$ cat src/rtl/dfr_pkg.sv
package dfr_pkg;
  localparam int BLK_BYTES = 8;
  localparam int BLK_W     = BLK_BYTES * 8;
  localparam int SEP_MAX   = BLK_BYTES - 2;
  localparam int CNT_W     = $clog2(BLK_BYTES);

  localparam logic [1:0] HDR_DATA = 2'b01;
  localparam logic [1:0] HDR_CTRL = 2'b10;

  localparam logic [7:0] TYPE_SEP  = 8'h1E;
  localparam logic [7:0] TYPE_IDLE = 8'h78;
  localparam logic [7:0] TYPE_CC   = 8'h4B;

  typedef enum logic [1:0] {K_DATA, K_SEP, K_DROP, K_BAD} blk_kind_e;

  // Contiguous byte-enable mask with the low n lanes set
  function automatic logic [BLK_BYTES-1:0] keep_of(input logic [CNT_W-1:0] n);
    logic [BLK_BYTES-1:0] m;
    for (int i = 0; i < BLK_BYTES; i++) m[i] = (i < int'(n));
    return m;
  endfunction

  // Limit a raw separator count to the payload room of the block
  function automatic logic [CNT_W-1:0] clamp_cnt(input logic [7:0] raw);
    if (raw > 8'(SEP_MAX)) return CNT_W'(SEP_MAX);
    return raw[CNT_W-1:0];
  endfunction

  // Separator payload begins after the type and count bytes
  function automatic logic [BLK_W-1:0] sep_payload(input logic [BLK_W-1:0] d);
    return d >> 16;
  endfunction
endpackage

$ cat src/rtl/dfr_classify.sv
module dfr_classify
  import dfr_pkg::*;
(
  input  logic [1:0]       hdr,
  input  logic [15:0]      head,
  output blk_kind_e        kind,
  output logic [CNT_W-1:0] cnt,
  output logic             over
);
  logic [7:0] type_b;
  logic [7:0] raw_cnt;
  logic       is_idle;
  logic       is_cc;

  assign type_b  = head[7:0];
  assign raw_cnt = head[15:8];
  assign is_idle = (type_b == TYPE_IDLE);
  assign is_cc   = (type_b == TYPE_CC);
  assign cnt     = clamp_cnt(raw_cnt);

  always_comb begin
    over = 1'b0;
    unique case (hdr)
      HDR_DATA: kind = K_DATA;
      HDR_CTRL: begin
        if (type_b == TYPE_SEP) begin
          kind = K_SEP;
          over = (raw_cnt > 8'(SEP_MAX));
        end else begin
          // idle, clock compensation and unknown types are all dropped
          kind = K_DROP;
        end
      end
      default: kind = K_BAD;
    endcase
  end


  ctrl_drop_chk: assert final (!((hdr == HDR_CTRL) && (is_idle || is_cc)) || (kind == K_DROP));
endmodule

$ cat src/rtl/dfr_err_count.sv
module dfr_err_count #(
  parameter int W = 8
) (
  input  logic         clk,
  input  logic         rst_n,
  input  logic         inc,
  output logic [W-1:0] cnt
);
  logic at_max;
  assign at_max = (cnt == {W{1'b1}});

  always_ff @(posedge clk) begin
    if (!rst_n)              cnt <= '0;
    else if (inc && !at_max) cnt <= cnt + 1'b1;
  end


  bad_cnt_step_chk: assert property (@(posedge clk) disable iff (!rst_n)
    inc && !at_max |=> cnt == $past(cnt) + 1'b1);

  bad_cnt_hold_chk: assert property (@(posedge clk) disable iff (!rst_n)
    !inc |=> $stable(cnt));
endmodule

$ cat src/rtl/dfr_beat_path.sv
module dfr_beat_path
  import dfr_pkg::*;
(
  input  logic                 clk,
  input  logic                 rst_n,
  input  logic                 in_valid,
  input  blk_kind_e            in_kind,
  input  logic [BLK_W-1:0]     in_data,
  input  logic [CNT_W-1:0]     in_cnt,
  output logic                 in_ready,
  output logic                 in_take,
  input  logic                 m_tready,
  output logic                 o_valid,
  output logic [BLK_W-1:0]     o_data,
  output logic [BLK_BYTES-1:0] o_keep,
  output logic                 o_last
);
  // held beat
  logic                 h_v;
  logic                 h_last;
  logic [BLK_W-1:0]     h_data;
  logic [BLK_BYTES-1:0] h_keep;

  // named events
  logic out_free;
  logic last_pending;
  logic take_data;
  logic take_sep;
  logic drain;
  logic push;
  logic [BLK_W-1:0]     p_data;
  logic [BLK_BYTES-1:0] p_keep;
  logic                 p_last;

  assign out_free     = !o_valid || m_tready;
  assign last_pending = h_v && h_last;
  assign in_ready     = out_free && !last_pending;
  assign in_take      = in_valid && in_ready;
  assign take_data    = in_take && (in_kind == K_DATA);
  assign take_sep     = in_take && (in_kind == K_SEP);
  assign drain        = last_pending && out_free;

  always_comb begin
    push   = 1'b0;
    p_data = h_data;
    p_keep = h_keep;
    p_last = h_last;
    if (drain) begin
      push = 1'b1;
    end else if (take_data && h_v) begin
      push   = 1'b1;
      p_last = 1'b0;
    end else if (take_sep) begin
      push = 1'b1;
      if (h_v) begin
        p_last = (in_cnt == '0);
      end else begin
        p_data = sep_payload(in_data);
        p_keep = keep_of(in_cnt);
        p_last = 1'b1;
      end
    end
  end

  always_ff @(posedge clk) begin
    if (!rst_n) begin
      o_valid <= 1'b0;
      o_data  <= '0;
      o_keep  <= '0;
      o_last  <= 1'b0;
    end else if (push) begin
      o_valid <= 1'b1;
      o_data  <= p_data;
      o_keep  <= p_keep;
      o_last  <= p_last;
    end else if (o_valid && m_tready) begin
      o_valid <= 1'b0;
    end
  end

  always_ff @(posedge clk) begin
    if (!rst_n) begin
      h_v    <= 1'b0;
      h_last <= 1'b0;
      h_data <= '0;
      h_keep <= '0;
    end else if (drain) begin
      h_v <= 1'b0;
    end else if (take_data) begin
      h_v    <= 1'b1;
      h_last <= 1'b0;
      h_data <= in_data;
      h_keep <= '1;
    end else if (take_sep && h_v) begin
      if (in_cnt != '0) begin
        h_last <= 1'b1;
        h_data <= sep_payload(in_data);
        h_keep <= keep_of(in_cnt);
      end else begin
        h_v <= 1'b0;
      end
    end
  end


  stall_hold_chk: assert property (@(posedge clk) disable iff (!rst_n)
    o_valid && !m_tready |=> o_valid && $stable(o_data) && $stable(o_keep) && $stable(o_last));

  full_mid_beat_chk: assert property (@(posedge clk) disable iff (!rst_n)
    o_valid && !o_last |-> o_keep == '1);

  keep_contig_chk: assert property (@(posedge clk) disable iff (!rst_n)
    o_valid |-> (o_keep & (o_keep + BLK_BYTES'(1))) == '0);

  data_held_chk: assert property (@(posedge clk) disable iff (!rst_n)
    take_data |=> h_v && !h_last);
endmodule

$ cat src/rtl/s66_rx_deframer.sv
module s66_rx_deframer
  import dfr_pkg::*;
#(
  parameter int ERR_W = 8
) (
  input  logic                 clk,
  input  logic                 rst_n,
  input  logic                 blk_valid,
  input  logic [1:0]           blk_hdr,
  input  logic [BLK_W-1:0]     blk_data,
  output logic                 blk_ready,
  output logic                 m_tvalid,
  input  logic                 m_tready,
  output logic [BLK_W-1:0]     m_tdata,
  output logic [BLK_BYTES-1:0] m_tkeep,
  output logic                 m_tlast,
  output logic                 proto_err,
  output logic [ERR_W-1:0]     bad_hdr_cnt
);
  blk_kind_e        kind;
  logic [CNT_W-1:0] cnt;
  logic             over;
  logic             take;
  logic             sep_over_take;
  logic             bad_take;

  dfr_classify u_cls (
    .hdr  (blk_hdr),
    .head (blk_data[15:0]),
    .kind (kind),
    .cnt  (cnt),
    .over (over)
  );

  dfr_beat_path u_path (
    .clk      (clk),
    .rst_n    (rst_n),
    .in_valid (blk_valid),
    .in_kind  (kind),
    .in_data  (blk_data),
    .in_cnt   (cnt),
    .in_ready (blk_ready),
    .in_take  (take),
    .m_tready (m_tready),
    .o_valid  (m_tvalid),
    .o_data   (m_tdata),
    .o_keep   (m_tkeep),
    .o_last   (m_tlast)
  );

  assign sep_over_take = take && (kind == K_SEP) && over;
  assign bad_take      = take && (kind == K_BAD);

  always_ff @(posedge clk) begin
    if (!rst_n) proto_err <= 1'b0;
    else        proto_err <= sep_over_take;
  end

  dfr_err_count #(.W(ERR_W)) u_bad (
    .clk   (clk),
    .rst_n (rst_n),
    .inc   (bad_take),
    .cnt   (bad_hdr_cnt)
  );


  proto_err_src_chk: assert property (@(posedge clk) disable iff (!rst_n)
    proto_err |-> $past(sep_over_take));

  proto_err_pulse_chk: assert property (@(posedge clk) disable iff (!rst_n)
    sep_over_take |=> proto_err);
endmodule

$ cat config.mk
export PLATFORM = sky130hd
export DESIGN_NAME = s66_rx_deframer
export DESIGN_NICKNAME = d
export VERILOG_FILES = /design/src/rtl/dfr_pkg.sv /design/src/rtl/dfr_classify.sv /design/src/rtl/dfr_err_count.sv /design/src/rtl/dfr_beat_path.sv /design/src/rtl/s66_rx_deframer.sv
export SDC_FILE = /design/constraint.sdc
export NUM_CORES = 1
export LEC_CHECK = 0
export ABC_CLOCK_PERIOD_IN_PS = 3700
export BUFFER_PORTS_ARGS = -buffer_cell sky130_fd_sc_hd__buf_2
export CELL_PAD_IN_SITES_DETAIL_PLACEMENT = 1
export CELL_PAD_IN_SITES_GLOBAL_PLACEMENT = 1
export CORE_ASPECT_RATIO = 1.25
export CORE_MARGIN = 4
export CORE_UTILIZATION = 34
export CTS_BUF_LIST = sky130_fd_sc_hd__clkbuf_4
export DETAILED_ROUTE_END_ITERATION = 10
export PLACE_DENSITY = 0.73
export RECOVER_POWER = 50
export SYNTH_ARGS = -nofsm -noshare
export SYNTH_HDL_FRONTEND = slang
export SYNTH_SLANG_ARGS = --single-unit
$ cat constraint.sdc
create_clock -name clk -period 3.7 [get_ports clk]
set_clock_uncertainty 0.2 [all_clocks]
set_input_delay 0.925 -clock clk [delete_from_list [all_inputs] [get_ports clk]]
set_output_delay 0.925 -clock clk [all_outputs]
set_load 0.02 [all_outputs]
After elaboration in Yosys (flattened, before gate mapping). Index checks and enable logic that the tools add are counted. W data, S select, Z words.

$add $sub $neg: 1. $lt $le $gt $ge: 8. Equal/unequal tests: 7. Multiplexer cells: 36. Bitwise operators: 2. Reduce and logical (&&, ||, !) cells: 25.

Operator list (number): $mux W64 (7); $mux W8 (7); $mux W1 (18); $logic_and A1 B1 Y1 (12); $lt A3 B3 Y1 const A (3); $add A8 B1 Y8 const B (1); $eq A8 B5 Y1 const B (1); $eq A8 B8 Y1 const B (1); $gt A8 B3 Y1 const B (1); $lt A1 B3 Y1 const A (2); $lt A2 B3 Y1 const A (2); $mux W3 (2); $reduce_bool A2 Y1 (3); $eq A2 B1 Y1 const B (2); $eq A2 B2 Y1 const B (2); $pmux W2 S2 (1); $logic_not A1 Y1 (3); $logic_not A3 Y1 (1); $reduce_and A3 Y1 (1); $reduce_bool A3 Y1 (1); $logic_not A2 Y1 (1); $mux W2 (1); $ne A2 B1 Y1 const B (1); $not A1 Y1 (2); other kinds (3) (3).

Register bits after elaboration: 157. Input port bits: 70. Output and inout port bits: 84.

Depth between registers and ports, before layout. Gate-level depths: netlist (run 1).

Depth in word-level cells: 9. Mapped depth: 9. Mapped depth without buffers: 7.

Hierarchy. From an unflattened synthesis (run 1), not the netlist that was laid out.

Cells, all modules: 714. Area, all modules: 6605.1 um^2.

Modules (own cells, without submodules): dfr_beat_path (instances 1, cells each 652, area each 6058.3 um^2, sequential area each 2962.8 um^2); dfr_err_count (instances 1, cells each 43, area each 412.9 um^2, sequential area each 160.2 um^2); dfr_classify (instances 1, cells each 15, area each 96.3 um^2, sequential area each 0.0 um^2); s66_rx_deframer (instances 1, cells each 4, area each 37.5 um^2, sequential area each 20.0 um^2).

Worst setup path before layout (run 1). No wires, ideal clock.

Path kind: in2reg. Start point: input blk_hdr[0]. End point: register u_path.o_data[28]. Library setup time: 0.125 ns. Arrival: 2.348 ns. Data required time: 3.375 ns. Setup slack: 1.027 ns. Stages on the path: 9. Buffers on the path: 3. Cells stage by stage: inv_1 > ha_1 > nand4bb_1 > or3_1 > buf_2 > o21ai_4 > buf_2 > buf_2 > a31oi_1.

Cells in the longest elaborated chain, start to end: 7.

Ends and longest elaborated chain: start: declaration (RTL line s66_rx_deframer.sv:9) `input logic [1:0] blk_hdr,`; $eq A2 B2 Y1 or $eq A2 B1 Y1 (tied branches) (RTL line dfr_classify.sv:23) `unique case (hdr)`; $pmux W2 S2 * (RTL line dfr_classify.sv:23); $eq A2 B1 Y1 or $logic_not A2 Y1 (tied branches) (RTL line dfr_beat_path.sv:40, dfr_beat_path.sv:39); $logic_and A1 B1 Y1, on equally long branches (RTL line dfr_beat_path.sv:40, dfr_beat_path.sv:39); $mux W64, or another cell as far along (RTL line dfr_beat_path.sv:53) `end else if (take_sep) begin`; $mux W64 or $mux W1 (tied branches) (RTL line dfr_beat_path.sv:50) `end else if (take_data && h_v) begin`; $mux W64 or $mux W1 (tied branches) (RTL line dfr_beat_path.sv:48) `if (drain) begin`; end signal: assignment (RTL line dfr_beat_path.sv:73) `o_data <= p_data;`; end: declaration (RTL line dfr_beat_path.sv:14) `output logic [BLK_W-1:0] o_data,`.

Mark *: on every way between the ends. The rest lies on a longest branch, timed or not. A chain may end at the register's enable or synchronous reset.

Worst setup path after layout (run 1).
Start point: input blk_hdr[0]. End point: register u_path.o_keep[3].

Cells in the longest elaborated chain, start to end: 7.

Ends and longest elaborated chain: $eq A2 B2 Y1 or $eq A2 B1 Y1 (tied branches) (RTL line dfr_classify.sv:23); $pmux W2 S2 * (RTL line dfr_classify.sv:23); $eq A2 B1 Y1 or $logic_not A2 Y1 (tied branches) (RTL line dfr_beat_path.sv:40, dfr_beat_path.sv:39); $logic_and A1 B1 Y1, on equally long branches (RTL line dfr_beat_path.sv:40, dfr_beat_path.sv:39); $mux W8, or another cell as far along (RTL line dfr_beat_path.sv:53); $mux W8 or $mux W1 (tied branches) (RTL line dfr_beat_path.sv:50); $mux W8 or $mux W1 (tied branches) (RTL line dfr_beat_path.sv:48); end signal: assignment (RTL line dfr_beat_path.sv:74) `o_keep <= p_keep;`; end: declaration (RTL line dfr_beat_path.sv:15) `output logic [BLK_BYTES-1:0] o_keep,`.

Marks and branches as above.

==> flow_metrics.env, run 1 <==
export IMPL_cts_buffers=17
export IMPL_maxSlewViolCount=0
export IMPL_start_kind="input port"
export IMPL_pin_count=154
export IMPL_root_buffer="clkbuf_4"
export IMPL_synthCells=840
export IMPL_setup_tns_ns=0
export IMPL_row_count=57
export IMPL_grt_start_max_net_pins=87
export IMPL_ys_ff_latch=157
export IMPL_netlist_area_sq_um=6720
export IMPL_initial_utilization_pct=34.5
export IMPL_pre_cts_slack_ns=0.441
export IMPL_min_path_type="flip-flop to flip-flop"
export IMPL_fp_dieH_um=165
export IMPL_core_area_sq_um=19500
export IMPL_synth_cell_types=48
export IMPL_dp_hpwl_um=15500
export IMPL_io_buffers=153
export IMPL_first_global_vias=6484
export IMPL_globalRoute_totalOverflow=0
export IMPL_drtIter0Drc=436
export IMPL_fin_crit_ns=3.03
export IMPL_placement_cell_area_sq_um=7650
export IMPL_status="finished clean"
export IMPL_final_nets=1024
export IMPL_chipWidth_um=134
export IMPL_crit_path_start="blk_hdr[0]"
export IMPL_critPathRequiredTime_ns=4.02
export IMPL_finalWorstSetupSlack_ns=0.672
export IMPL_hold_viol=0
export IMPL_htreeDepth=4
export IMPL_r2r_start="u_path.h_v"
export IMPL_relSlewSlack_pct=21.4
export IMPL_yosys_warnings=0
export IMPL_drt_total_wl_um=22500
export IMPL_slowest_delay_ns=0.84
export IMPL_worst_slew_pin_slew_ns=1.18
export IMPL_min_period_over_period_pct=81.8
export IMPL_clock_latency_ns=0.58
export IMPL_track_usage_pct=20.3
export IMPL_grt_pass1_wl_um=35500
export IMPL_cap_violations=0
export IMPL_via_per_inst=5.25
export IMPL_ir_drop_v=0.000154
export IMPL_wl_per_cell_um=18.3
export IMPL_drt_pass1_iterations=4
export IMPL_hold_start="u_path.o_data[63]"
export IMPL_area_growth_pct=14.9
export IMPL_worstSetupPathType="input port to flip-flop"
export IMPL_ant_nets=0
export IMPL_fin_area_sq_um=7720
export IMPL_power_density_nw_per_um2=390
export IMPL_worst_path_buf_inv=3
export IMPL_cts_sinks=157
export IMPL_dpl_cell_count=1197
export IMPL_cp_slowest_cell="clkbuf_2"
export IMPL_p_leak_nw=2.64
export IMPL_critPathArrivalTime_ns=3.34
export IMPL_finalSetupViolations=0
export IMPL_gp_congestion=0.815
export IMPL_clkSlewWorstSetupHoldPaths_ns=0.12
export IMPL_drive_gt1_share_pct=11.9
export IMPL_drc=0
export IMPL_die_area_sq_um=22100
export IMPL_vias=6452
export IMPL_crit_chain="clkbuf_1 > inv_1 > ha_1 > nand4bb_1 > or3_1 > o21ai_4 > clkbuf_2 > nand2_1 > o21ai_2"
export IMPL_avgSynthCellArea_sq_um=8.00
export IMPL_cts_setup_buffers=0
export IMPL_final_util_pct=39.7
export IMPL_grt_antenna_before_repair=1
export IMPL_setup_worst_path_end_class="flip-flop"
export IMPL_yosysSeqAreaShare_pct=46.8
export IMPL_cts_resized=0
export IMPL_clk_path_buf_depth=2
export IMPL_rsz0062_at_grt="no"
export IMPL_path_max_fanout=54
export IMPL_cts_tree="done"
export IMPL_final_cell_count_no_fill=1229
export IMPL_fmax_mhz=330
export IMPL_syn_nets=913
export IMPL_ctsHoldBuffers=0
export IMPL_critical_path_top_delay_family="buffers and inverters"
[path summary, 6_finish.rpt]
path	endpoint	slack, ns	cells past startpoint
worst max-delay path	u_path.o_keep[3]	0.67	9
worst min-delay path	u_path.o_data[63]	0.26	2
worst max register to register	u_path.h_data[18]	0.81	7
worst min register to register	u_path.o_data[63]	0.26	2
[stage by stage]
| stage | hold slack [ns] | total power, mW |
|---|---|---|
| after floorplan | 0.247 | 1.93 |
| after global placement | 0.235 | 2.06 |
| after detailed placement | 0.246 | 2.06 |
| after CTS | 0.267 | 3.05 |
| after global routing | 0.287 | 3.15 |
| final | 0.260 | 3.01 |
[worst min-delay path, cell delays in order (launching register included)]
cell	delay [ns]
dfxtp_1	0.33
nand2_1	0.05
a21boi_1	0.05
[synthesized netlist by cell type, drive strengths merged]
library cell / n / share of area (%)
nor3b: 1 / 0.11
or2: 1 / 0.093
a31oi: 96 / 8.9
nand2b: 3 / 0.39
o311a: 5 / 0.74
nand3: 44 / 3.3
clkbuf: 47 / 2.6
nand4b: 2 / 0.35
o31ai: 1 / 0.11
o21a: 3 / 0.33
nor3: 6 / 0.61
and2: 8 / 0.74
a21oi: 3 / 0.22
a21boi: 39 / 4.4
dfxtp: 157 / 47
mux2i: 2 / 0.30
xnor2: 1 / 0.13
buf: 28 / 3.2
nor2: 4 / 0.22
or4: 2 / 0.22
o21ai: 106 / 8.1
xor2: 5 / 0.65
nand2: 239 / 13
nor2b: 3 / 0.28
o2111ai: 1 / 0.13
nand4: 7 / 0.87
o211a: 1 / 0.15
and3: 4 / 0.37
inv: 4 / 0.22
o31a: 1 / 0.13
o211ai: 1 / 0.11
nand4bb: 1 / 0.17
nor4: 2 / 0.19
a22oi: 3 / 0.33
or3: 5 / 0.47
and4b: 1 / 0.15
ha: 3 / 0.56
[logic make-up (layout without fill, tap and decap cells)]
logic type,Yosys count,count (layout),share of synthesized area [%]
flip-flops,157,157,46.8
AND/OR/NAND/NOR,333,333,21.9
AO/OA/AOI/OAI,260,260,23.7
adder cells (fa/ha/maj),3,3,0.558
buffers and inverters,79,201,6.03
other,0,2,0
XOR/XNOR,6,6,0.782
multiplexers,2,2,0.298
[routing by layer]
metal | wire length (um) | track usage, % | part of all wire [%]
met5 | 0 | 0 | 0
met4 | 406 | 6.22 | 1.8
met3 | 1240 | 4.91 | 5.5
met2 | 10900 | 33.8 | 48
met1 | 9990 | 26.2 | 44
[area by class of cell]
type / count / area (sq um)
clock buffers: 19 / 143
flip-flops and latches: 157 / 3140
well taps: 265 / 332
multi-input cells: 604 / 3150
diodes: 2 / 5.00
repair buffers: 167 / 836
fillers: 2464 / 11700
inverters: 4 / 15.0
clock inverters: 11 / 103
[registers in the layout, summed over array words and instances (netlist names)]
| signal | count |
|---|---|
| u_bad.cnt | 8 |
| u_path.h_data | 64 |
| u_path.o_valid | 1 |
| u_path.h_last | 1 |
| u_path.h_v | 1 |
| u_path.o_keep | 8 |
| u_path.o_data | 64 |
| u_path.h_keep | 8 |
| proto_err | 1 |
| u_path.o_last | 1 |
[cells in the final DEF, fill, tap and decap left out, drive strengths merged, types with 3 or more instances in the layout]
cell type  Yosys  layout
nand2        239     239
dfxtp        157     157
o21ai        106     106
clkbuf        47     106
a31oi         96      96
buf           28      80
nand3         44      44
a21boi        39      39
and2           8       8
clkinv         0       8
nand4          7       7
nor3           6       6
or3            5       5
xor2           5       5
o311a          5       5
inv            4       4
and3           4       4
nor2           4       4
nand2b         3       3
o21a           3       3
a22oi          3       3
a21oi          3       3
nor2b          3       3
ha             3       3
[where the power goes]
part           switching (mW)  internal [mW]
Sequential             0.0264           1.74
Combinational           0.161         0.0901
Clock                   0.603          0.394
No activity file was read; power rests on OpenSTA's default activity.
==> inputs of run 2 (changes only) <==
ABC_CLOCK_PERIOD_IN_PS = 2500   (was 3700)
PLACE_DENSITY = 0.76   (was 0.73)
clock period = 2.5 ns   (was 3.7 ns; I/O delays follow)
==> run 2 against run 1 <==
  * Cell count grew 2.2%
  * Largest power group unchanged
  * Critical path type unchanged
  * Wire length rose by 0.86%
  * Utilization increased by 1.9 points
  * Die area stayed put
==> flow_metrics.env, run 2 (synthesis results as in run 1) <==
export IMPL_drc=0
export IMPL_drt_pass1_iterations=4
export IMPL_p_leak_nw=2.91
export IMPL_ctsHoldBuffers=0
export IMPL_cts_setup_buffers=0
export IMPL_status="finished clean"
export IMPL_crit_path_start="blk_data[14]"
export IMPL_area_growth_pct=20.4
export IMPL_cp_slowest_cell="or4_1"
export IMPL_wl_per_cell_um=18.1
export IMPL_htreeDepth=4
export IMPL_cts_tree="done"
export IMPL_first_global_vias=6649
export IMPL_final_cell_count_no_fill=1256
export IMPL_initial_utilization_pct=34.5
export IMPL_track_usage_pct=20.5
export IMPL_mostFrequentLayoutCells="237 x nand2_1, 156 x dfxtp_1, 102 x o21ai_0"
export IMPL_fin_crit_ns=2.32
export IMPL_finalSetupViolations=0
export IMPL_clock_latency_ns=0.57
export IMPL_fin_total_pwr_mw=4.47
export IMPL_worst_slew_pin_slew_ns=0.698
export IMPL_power_density_nw_per_um2=553
export IMPL_placement_cell_area_sq_um=7940
export IMPL_cts_resized=2
export IMPL_reg_top3="u_path.h_data x64, u_path.o_data x64"
export IMPL_globalRoute_totalOverflow=0
export IMPL_slowest_delay_ns=0.59
export IMPL_dp_hpwl_um=16200
export IMPL_drive_gt1_share_pct=16.4
export IMPL_hold_path_depth=3
export IMPL_holdWs_ns=0.129
export IMPL_final_nets=1049
export IMPL_rsz0062_at_grt="no"
export IMPL_io_buffers=153
export IMPL_critPathArrivalTime_ns=2.61
export IMPL_row_count=57
export IMPL_multi_input_area_sq_um=3190
export IMPL_ir_drop_v=0.000240
export IMPL_vias=6622
export IMPL_start_kind="input port"
export IMPL_cts_sinks=157
export IMPL_critPathRequiredTime_ns=2.79
export IMPL_root_buffer="clkbuf_4"
export IMPL_via_per_inst=5.27
export IMPL_grt_antenna_before_repair=2
export IMPL_ant_nets=0
export IMPL_core_area_sq_um=19500
export IMPL_seqCellArea_sq_um=3150
export IMPL_gp_congestion=0.825
export IMPL_worstSetupPathType="input port to flip-flop"
export IMPL_path_max_fanout=31
export IMPL_r2r_start="u_path.o_valid"
export IMPL_hold_start="blk_data[31]"
export IMPL_relSlewSlack_pct=53.5
export IMPL_fmax_mhz=431
export IMPL_drt_total_wl_um=22700
export IMPL_hold_viol=0
export IMPL_maxSlewViolCount=0
export IMPL_fin_area_sq_um=8090
export IMPL_cap_violations=0
export IMPL_clkSlewWorstSetupHoldPaths_ns=0.14
export IMPL_num_fill_cells=2448
export IMPL_pin_count=154
export IMPL_grt_pass1_wl_um=36000
export IMPL_dpl_cell_count=1222
export IMPL_fp_dieH_um=165
export IMPL_grt_start_max_net_pins=82
export IMPL_min_path_type="input port to flip-flop"
export IMPL_min_period_over_period_pct=92.9
export IMPL_cts_buffers=17
export IMPL_crit_chain="buf_2 > or4_1 > nand2b_4 > nand4b_4 > clkbuf_2 > nand3_1 > a21boi_0"
export IMPL_die_area_sq_um=22100
export IMPL_chipWidth_um=134
export IMPL_clk_path_buf_depth=2
export IMPL_drtIter0Drc=409
export IMPL_layout_commonest_cell="nand2_1"
export IMPL_setup_worst_path_end_class="flip-flop"
export IMPL_reg2regPathDepth=7
run 2: cell types whose count changed in the layout (fill, tap and decap cells not counted), moves of 2 or more:
| cell | before | now |
|---|---|---|
| clkinv_1 | 4 | 2 |
| clkbuf_1 | 84 | 71 |
| clkinv_2 | 4 | 2 |
| buf_2 | 68 | 83 |
| buf_4 | 6 | 19 |
| buf_12 | 6 | 15 |
| clkbuf_4 | 19 | 23 |
| clkinvlp_4 | 1 | 4 |
| nand2b_1 | 3 | 1 |
run 2: per-stage QoR:
stage	setup TNS, ns	setup slack, ns	util (%)
floorplan	0	0.127	-
global placement	-10.73	-0.137	40.8
detailed placement	-16.62	-0.224	40.8
CTS	0	0.0133	42.1
global route	0	0.0218	41.6
finish	0	0.178	41.6
run 2: final cells by class:
class	count	area share (%)
Multi-Input combinational cell	604	39.4
Sequential cell	157	38.9
Timing Repair Buffer	192	14.2
Tap cell	265	4.10
Clock buffer	21	1.95
Clock inverter	11	1.17
Inverter	4	0.186
Antenna cell	2	0.0618
run 2: final timing paths:
check                      end  slack (ns)
min          u_path.o_data[15]        0.13
max reg2reg  u_path.h_data[50]        0.21
min reg2reg  u_path.o_data[54]        0.26
max          u_path.h_data[50]        0.18
run 2: metal layers:
metal | up-vias | global-route usage [%] | part of all wire, %
met3 | 34 | 3.85 | 4.4
met1 | 3217 | 26.2 | 45
met5 | - | 0 | 0
met4 | 0 | 7.11 | 2.4
met2 | 155 | 34.7 | 48
li1 | 3216 | - | -
run 2: critical path, delay by kind of cell:
family,cells,cell delay (ns)
simple gates,4,1.08
buf+inv,2,0.69
compound gates,1,0.20
run 2: power by group:
| group | internal [mW] | switching [mW] |
|---|---|---|
| combinational | 0.151 | 0.243 |
| sequential | 2.57 | 0.0416 |
| clock | 0.530 | 0.936 |
